## config.mk

```make
export PLATFORM = sky130hd
export DESIGN_NAME = acpi_seq_top
export DESIGN_NICKNAME = d
export VERILOG_FILES = /design/src/rtl/acpi_seq_pkg.sv /design/src/rtl/acpi_pstate_fsm.sv /design/src/rtl/acpi_uv_qual.sv /design/src/rtl/acpi_src_bbm.sv /design/src/rtl/acpi_seq_top.sv
export SDC_FILE = /design/constraint.sdc
export NUM_CORES = 1
export LEC_CHECK = 0
export CAP_MARGIN = 0
export CELL_PAD_IN_SITES_DETAIL_PLACEMENT = 0
export CELL_PAD_IN_SITES_GLOBAL_PLACEMENT = 1
export CORE_ASPECT_RATIO = 0.75
export CORE_MARGIN = 3
export CORE_UTILIZATION = 46
export CTS_BUF_LIST = sky130_fd_sc_hd__clkbuf_16
export DETAILED_ROUTE_END_ITERATION = 10
export MAX_ROUTING_LAYER = met4
export PLACE_DENSITY = 0.84
export RECOVER_POWER = 25
export SYNTH_ARGS = -nofsm -noshare
export SYNTH_HDL_FRONTEND = slang
export SYNTH_SLANG_ARGS = --single-unit
```

## constraint.sdc

```tcl
create_clock -name clk -period 1.95 [get_ports clk]
set_input_delay 0.195 -clock clk [delete_from_list [all_inputs] [get_ports clk]]
set_output_delay 0.195 -clock clk [all_outputs]
set_load 0.01 [all_outputs]
```

## src/rtl/acpi_seq_pkg.sv

```systemverilog
package acpi_seq_pkg;

  typedef enum logic [1:0] {
    PS_ON   = 2'b00,
    PS_SUSP = 2'b01,
    PS_OFF  = 2'b10
  } pstate_e;

  // Decode the control code; the unused code keeps the current state.
  function automatic pstate_e code_to_state(input logic [2:0] c, input pstate_e cur);
    pstate_e r;
    case (c)
      3'b111:                 r = PS_ON;
      3'b101, 3'b001, 3'b011: r = PS_SUSP;
      3'b100, 3'b000, 3'b010: r = PS_OFF;
      default:                r = cur;
    endcase
    return r;
  endfunction

endpackage

```

## src/rtl/acpi_pstate_fsm.sv

```systemverilog
module acpi_pstate_fsm
  import acpi_seq_pkg::*;
(
  input  logic       clk,
  input  logic       rst_n,
  input  logic [2:0] code,
  output pstate_e    pst,
  output logic       init_pend,
  output logic       ss_pulse
);

  pstate_e nxt;

  always_comb begin
    nxt = code_to_state(code, pst);
    // soft-off may only be left towards the on state
    if (pst == PS_OFF && nxt == PS_SUSP) nxt = PS_OFF;
  end

  always_ff @(posedge clk or negedge rst_n) begin
    if (!rst_n) begin
      pst       <= PS_OFF;
      init_pend <= 1'b1;
      ss_pulse  <= 1'b0;
    end else if (init_pend) begin
      init_pend <= 1'b0;
      ss_pulse  <= 1'b1;
      if (code == 3'b001 || code == 3'b110) pst <= PS_OFF;
      else                                  pst <= code_to_state(code, PS_OFF);
    end else begin
      ss_pulse <= 1'b0;
      pst      <= nxt;
    end
  end

  // no direct soft-off to suspend move after the initial load
  p_no_off_to_susp_r5: assert property (@(posedge clk) disable iff (!rst_n)
    ($past(pst) == PS_OFF && !$past(init_pend)) |-> (pst != PS_SUSP));

  // softstart pulse lasts one cycle and follows the initial load only
  p_ss_single_r7: assert property (@(posedge clk) disable iff (!rst_n)
    ss_pulse |-> ($past(init_pend) && !init_pend));

endmodule

```

## src/rtl/acpi_uv_qual.sv

```systemverilog
module acpi_uv_qual #(
  parameter int QUAL_CYC = 15000
) (
  input  logic clk,
  input  logic rst_n,
  input  logic mon,
  output logic trip
);

  localparam int CW = (QUAL_CYC < 2) ? 1 : $clog2(QUAL_CYC + 1);
  localparam logic [CW-1:0] LAST = CW'(QUAL_CYC - 1);

  logic [CW-1:0] run_q;

  always_ff @(posedge clk or negedge rst_n) begin
    if (!rst_n)             run_q <= '0;
    else if (!mon)          run_q <= '0;
    else if (run_q != LAST) run_q <= run_q + 1'b1;
  end

  assign trip = mon && (run_q == LAST);

  generate
    if (QUAL_CYC > 1) begin : g_chk
      // a trip needs the flag to have been present on the previous edge too
      p_trip_needs_run_r8: assert property (@(posedge clk) disable iff (!rst_n)
        trip |-> $past(mon));
    end
  endgenerate

endmodule

```

## src/rtl/acpi_src_bbm.sv

```systemverilog
module acpi_src_bbm #(
  parameter int DEAD_CYC = 4
) (
  input  logic clk,
  input  logic rst_n,
  input  logic en,
  input  logic want_main,
  output logic src_main,
  output logic src_stby
);

  localparam int CW = (DEAD_CYC < 2) ? 1 : $clog2(DEAD_CYC + 1);

  logic [CW-1:0] gap_q;
  logic          cur_q, selm_q, sels_q;

  always_ff @(posedge clk or negedge rst_n) begin
    if (!rst_n) begin
      gap_q  <= '0;
      cur_q  <= 1'b0;
      selm_q <= 1'b0;
      sels_q <= 1'b0;
    end else if (!en) begin
      gap_q  <= '0;
      cur_q  <= want_main;
      selm_q <= 1'b0;
      sels_q <= 1'b0;
    end else if (cur_q != want_main) begin
      gap_q  <= CW'(DEAD_CYC);
      cur_q  <= want_main;
      selm_q <= 1'b0;
      sels_q <= 1'b0;
    end else if (gap_q != '0) begin
      gap_q  <= gap_q - 1'b1;
      selm_q <= 1'b0;
      sels_q <= 1'b0;
    end else begin
      selm_q <= cur_q;
      sels_q <= !cur_q;
    end
  end

  assign src_main = selm_q & en;
  assign src_stby = sels_q & en;

  // a select only rises if the other one was low on the previous edge
  p_main_after_gap_r13: assert property (@(posedge clk) disable iff (!rst_n)
    $rose(selm_q) |-> !$past(sels_q));
  p_stby_after_gap_r13: assert property (@(posedge clk) disable iff (!rst_n)
    $rose(sels_q) |-> !$past(selm_q));

endmodule

```

## src/rtl/acpi_seq_top.sv

```systemverilog
module acpi_seq_top
  import acpi_seq_pkg::*;
#(
  parameter int QUAL_CYC = 15000,
  parameter int DEAD_CYC = 4
) (
  input  logic       clk,
  input  logic       stby_ok,
  input  logic       v12_ok,
  input  logic       over_temp,
  input  logic       sys_pwr_good,
  input  logic       sleep3_n,
  input  logic       sleep5_n,
  input  logic       uv_main,
  input  logic       uv_d33,
  input  logic       uv_mem,
  output logic       main_en,
  output logic       d33_en,
  output logic       d33_src_main,
  output logic       d33_src_stby,
  output logic       mem_en,
  output logic       mem_src_main,
  output logic       mem_src_stby,
  output logic       softstart_req,
  output logic       fault_latched,
  output logic [1:0] pstate
);

  localparam int NRAIL = 3;

  pstate_e          pst;
  logic             init_pend;
  logic             off_all;
  logic             want_main;
  logic [NRAIL-1:0] mon_v, trip_v;
  logic             fault_q;

  acpi_pstate_fsm u_fsm (
    .clk       (clk),
    .rst_n     (stby_ok),
    .code      ({sys_pwr_good, sleep3_n, sleep5_n}),
    .pst       (pst),
    .init_pend (init_pend),
    .ss_pulse  (softstart_req)
  );

  assign off_all   = init_pend | !v12_ok | over_temp | fault_q;
  assign want_main = (pst == PS_ON);
  assign main_en   = !off_all && (pst == PS_ON);
  assign d33_en    = !off_all;
  assign mem_en    = !off_all && (pst != PS_OFF);

  acpi_src_bbm #(.DEAD_CYC(DEAD_CYC)) u_bbm_d33 (
    .clk       (clk),
    .rst_n     (stby_ok),
    .en        (d33_en),
    .want_main (want_main),
    .src_main  (d33_src_main),
    .src_stby  (d33_src_stby)
  );

  acpi_src_bbm #(.DEAD_CYC(DEAD_CYC)) u_bbm_mem (
    .clk       (clk),
    .rst_n     (stby_ok),
    .en        (mem_en),
    .want_main (want_main),
    .src_main  (mem_src_main),
    .src_stby  (mem_src_stby)
  );

  // each monitor is masked while its own rail is disabled
  assign mon_v = {uv_mem & mem_en, uv_d33 & d33_en, uv_main & main_en};

  for (genvar g = 0; g < NRAIL; g++) begin : g_qual
    acpi_uv_qual #(.QUAL_CYC(QUAL_CYC)) u_qual (
      .clk   (clk),
      .rst_n (stby_ok),
      .mon   (mon_v[g]),
      .trip  (trip_v[g])
    );
  end

  always_ff @(posedge clk or negedge stby_ok) begin
    if (!stby_ok)     fault_q <= 1'b0;
    else if (|trip_v) fault_q <= 1'b1;
  end

  assign fault_latched = fault_q;
  assign pstate        = pst;

  // the latch holds until standby power is removed
  p_fault_sticky_r9: assert property (@(posedge clk) disable iff (!stby_ok)
    $past(fault_q) |-> fault_q);
  // a latched fault leaves every rail and select off
  p_fault_all_off_r9: assert property (@(posedge clk) disable iff (!stby_ok)
    fault_q |-> !(main_en || d33_src_main || d33_src_stby || mem_src_main || mem_src_stby));
  // over-temperature leaves no select active
  p_thermal_off_r12: assert property (@(posedge clk) disable iff (!stby_ok)
    over_temp |-> !(d33_src_main || d33_src_stby || mem_src_main || mem_src_stby));
  // the memory rail has no active source in soft-off
  p_mem_off_r3: assert property (@(posedge clk) disable iff (!stby_ok)
    (pst == PS_OFF) |-> !(mem_src_main || mem_src_stby));

endmodule

```

==> flow_metrics.tcl <==
set metrics [dict create \
    status "completed" \
    finalHoldViolCount 0 \
    wirelength_um 6080 \
    synth_nets 320 \
    worstSetupPathType "flip-flop to output pin" \
    worstSkewPairLatency_ns 0.32 \
    synth_most_common_cell "dfrtp_1" \
    cp-start-kind "flip-flop" \
    cp.arrival_ns 1.69 \
    max_freq_mhz 531 \
    drc 0 \
    antenna_found_initial 0 \
    fin_skew_ns 0.00636 \
    ir_drop_mv 0.492 \
    clk_path_buf_depth 2 \
    worstMarginPinSlew_ns 0.829 \
    synthCells 303 \
    synthFlopType "dfrtp_1" \
    dpl.hpwl_um 4390 \
    finalNetCount 374 \
    synth_cell_types 50 \
    cp-end-kind "output pin" \
    gp_congestion 0.834 \
    htreeDepth 3 \
    vias_per_cell 5.37 \
    grt_pass1_vias 2292 \
    setup_ws_ns 0.0668 \
    yosysTopAreaCell "dfrtp_1" \
    wl_per_cell_um 13.8 \
    netlist_top_cells_area "dfrtp_1 48%, xnor2_1 5.9%, nor2_1 5.3%" \
    grt_usage 0.185 \
    antenna_left 0 \
    drtIter0Drc 107 \
    setup_tns_ns 0 \
    synth_top_area_frac 0.482 \
    coreArea_um2 6010 \
    hold_class "flip-flop to flip-flop" \
    rsz0062_at_grt "true" \
    min_from "u_bbm_mem.cur_q" \
    drv_slew 0 \
    start_util 0.493 \
    ys.warnings.count 0 \
    max-cap-violations 0 \
    required_ns 1.75 \
    worst-path-max-fanout 4 \
    diodes 0 \
    grt_max_degree 35 \
    crit_start "u_fsm.init_pend" \
    grt_remaining_overflow 0 \
    synth-async-reset-ratio 1.00 \
    tritoncts "yes" \
    synth_commonest_cells "57 x dfrtp_1, 42 x nor2_1, 21 x nand2_1, 20 x xnor2_1, 19 x a21oi_1" \
    path_clk_slew_ns 0.05 \
    cts-root-buf "clkbuf_16" \
    grt_pass1_wl_um 10600 \
    place_area_um2 3420 \
    pin_count 21 \
    min_period_ns 1.88 \
    final_area_um2 3700 \
    cts_sinks 59 \
    relSlewSlack 0.447 \
    yosysSeqAreaShare 0.500 \
    placement.io_buffers 20 \
    dieArea_um2 7440 \
    cts_buffers 9 \
    synth-seq-cells 59 \
    firstDrtPassIters 4 \
    fp-row-count 24 \
    fp.dieW_um 98.6 \
    fin_crit_sh 0.966 \
    r2r-start "g_qual[0].u_qual.run_q[9]" \
    p_leak_uw 0.00154 \
    setup_viol 0 \
    drive_gt1_frac 0.171 \
    syn_avg_cell_area_um2 9.77 \
    via_count 2361 \
    p_per_area_nw_per_um2 757 \
    syn_area_um2 2960 \
    syn2layout_area_growth_pct 24.9 \
    die_h_um 75.5 \
    synth_edf_count 0 \
    finalPower_uw 2800 \
    pre_cts_ws_ns -0.326 \
]
[registers in the layout, indices dropped and copies added (netlist names)]
| signal | count |
|---|---|
| g_qual.u_qual.run_q | 42 |
| u_bbm_d33.gap_q | 3 |
| u_bbm_mem.gap_q | 3 |
| u_fsm.pst | 2 |
| fault_latched | 1 |
| u_bbm_d33.cur_q | 1 |
| u_bbm_d33.selm_q | 1 |
| u_bbm_d33.sels_q | 1 |
| u_bbm_mem.cur_q | 1 |
| u_bbm_mem.selm_q | 1 |
| u_bbm_mem.sels_q | 1 |
| u_fsm.init_pend | 1 |
| u_fsm.ss_pulse | 1 |
[layout make-up]
type	instances	area, um^2
Timing Repair Buffer	50	402
Sequential cell	59	1480
Fill cell	537	2310
Tap cell	78	97.6
Clock buffer	9	225
Multi-Input combinational cell	224	1410
Clock inverter	7	36.3
Inverter	13	53.8
[layer usage]
layer | GRT usage | wire [um]
met1 | 0.237 | 3070
met2 | 0.283 | 2620
met3 | 0.0622 | 336
met4 | 0.0576 | 62
met5 | - | 0
[power by group]
group | total (uW) | internal [uW] | switching (uW)
registers | 1260 | 1250 | 15.8
logic | 164 | 75.9 | 88.4
clock network | 1370 | 839 | 536
[timing repair]
action | CTS | global route
resized for setup | 21 | 9
hold endpoints to repair | 29 | 0
endpoints found under the setup margin | 7 | 10
hold buffers | 1 | 0
pin swaps | 1 | 1
buffers inserted | 2 | 0
[critical path: stages, from the launching register on]
cell and delay (ns):
dfstp_2 0.37, or4b_4 0.53, clkinv_4 0.08, o21ai_2 0.06, inv_2 0.08, and2_1 0.12, buf_2 0.12
[cells by family (layout without fill, tap and decap cells)]
logic type / after synthesis / count (layout) / synth area share
xor gates and xnor gates: 28 / 28 / 0.0828
DFF: 59 / 59 / 0.500
other: 1 / 1 / 0.00127
muxes: 4 / 4 / 0.0135
adders and majority gates: 8 / 8 / 0.0330
buffers and inverters: 20 / 79 / 0.0300
and+or+nand+nor: 142 / 142 / 0.257
AOI/OAI and AO/OA: 41 / 41 / 0.0833
[cell usage in the layout, fill, tap and decap left out, types with 12 or more instances in the layout]
cell type	instances
nor2_1	42
dfrtp_1	57
inv_1	12
buf_4	27
clkdlybuf4s50_1	12
xnor2_1	20
nand2_1	21
a21oi_1	19
nand3_1	13
[per-stage QoR]
| stage | hold WS (ns) | instances | util |
|---|---|---|---|
| 2_1_floorplan | -0.101 | 303 | - |
| 3_3_place_gp | 0.304 | 421 | 0.570 |
| 3_5_place_dp | 0.304 | 421 | 0.570 |
| 4_1_cts | 0.478 | 440 | 0.617 |
| 5_1_grt | 0.494 | 440 | 0.616 |
| 6_report | 0.477 | 440 | 0.616 |
[worst paths after layout]
| path | endpoint | slack, ns | cells past startpoint |
|---|---|---|---|
| max in group asynchronous | g_qual[1].u_qual.run_q[4] | 0.79 | 3 |
| worst max-delay path | mem_src_main | 0.07 | 6 |
| min in group asynchronous | u_bbm_d33.gap_q[0] | 0.50 | 2 |
| worst min-delay path | u_bbm_mem.sels_q | 0.48 | 1 |
| worst min register to register | u_bbm_mem.sels_q | 0.48 | 1 |
| worst max register to register | g_qual[0].u_qual.run_q[3] | 0.12 | 4 |
(Power assumes the default switching activity.)
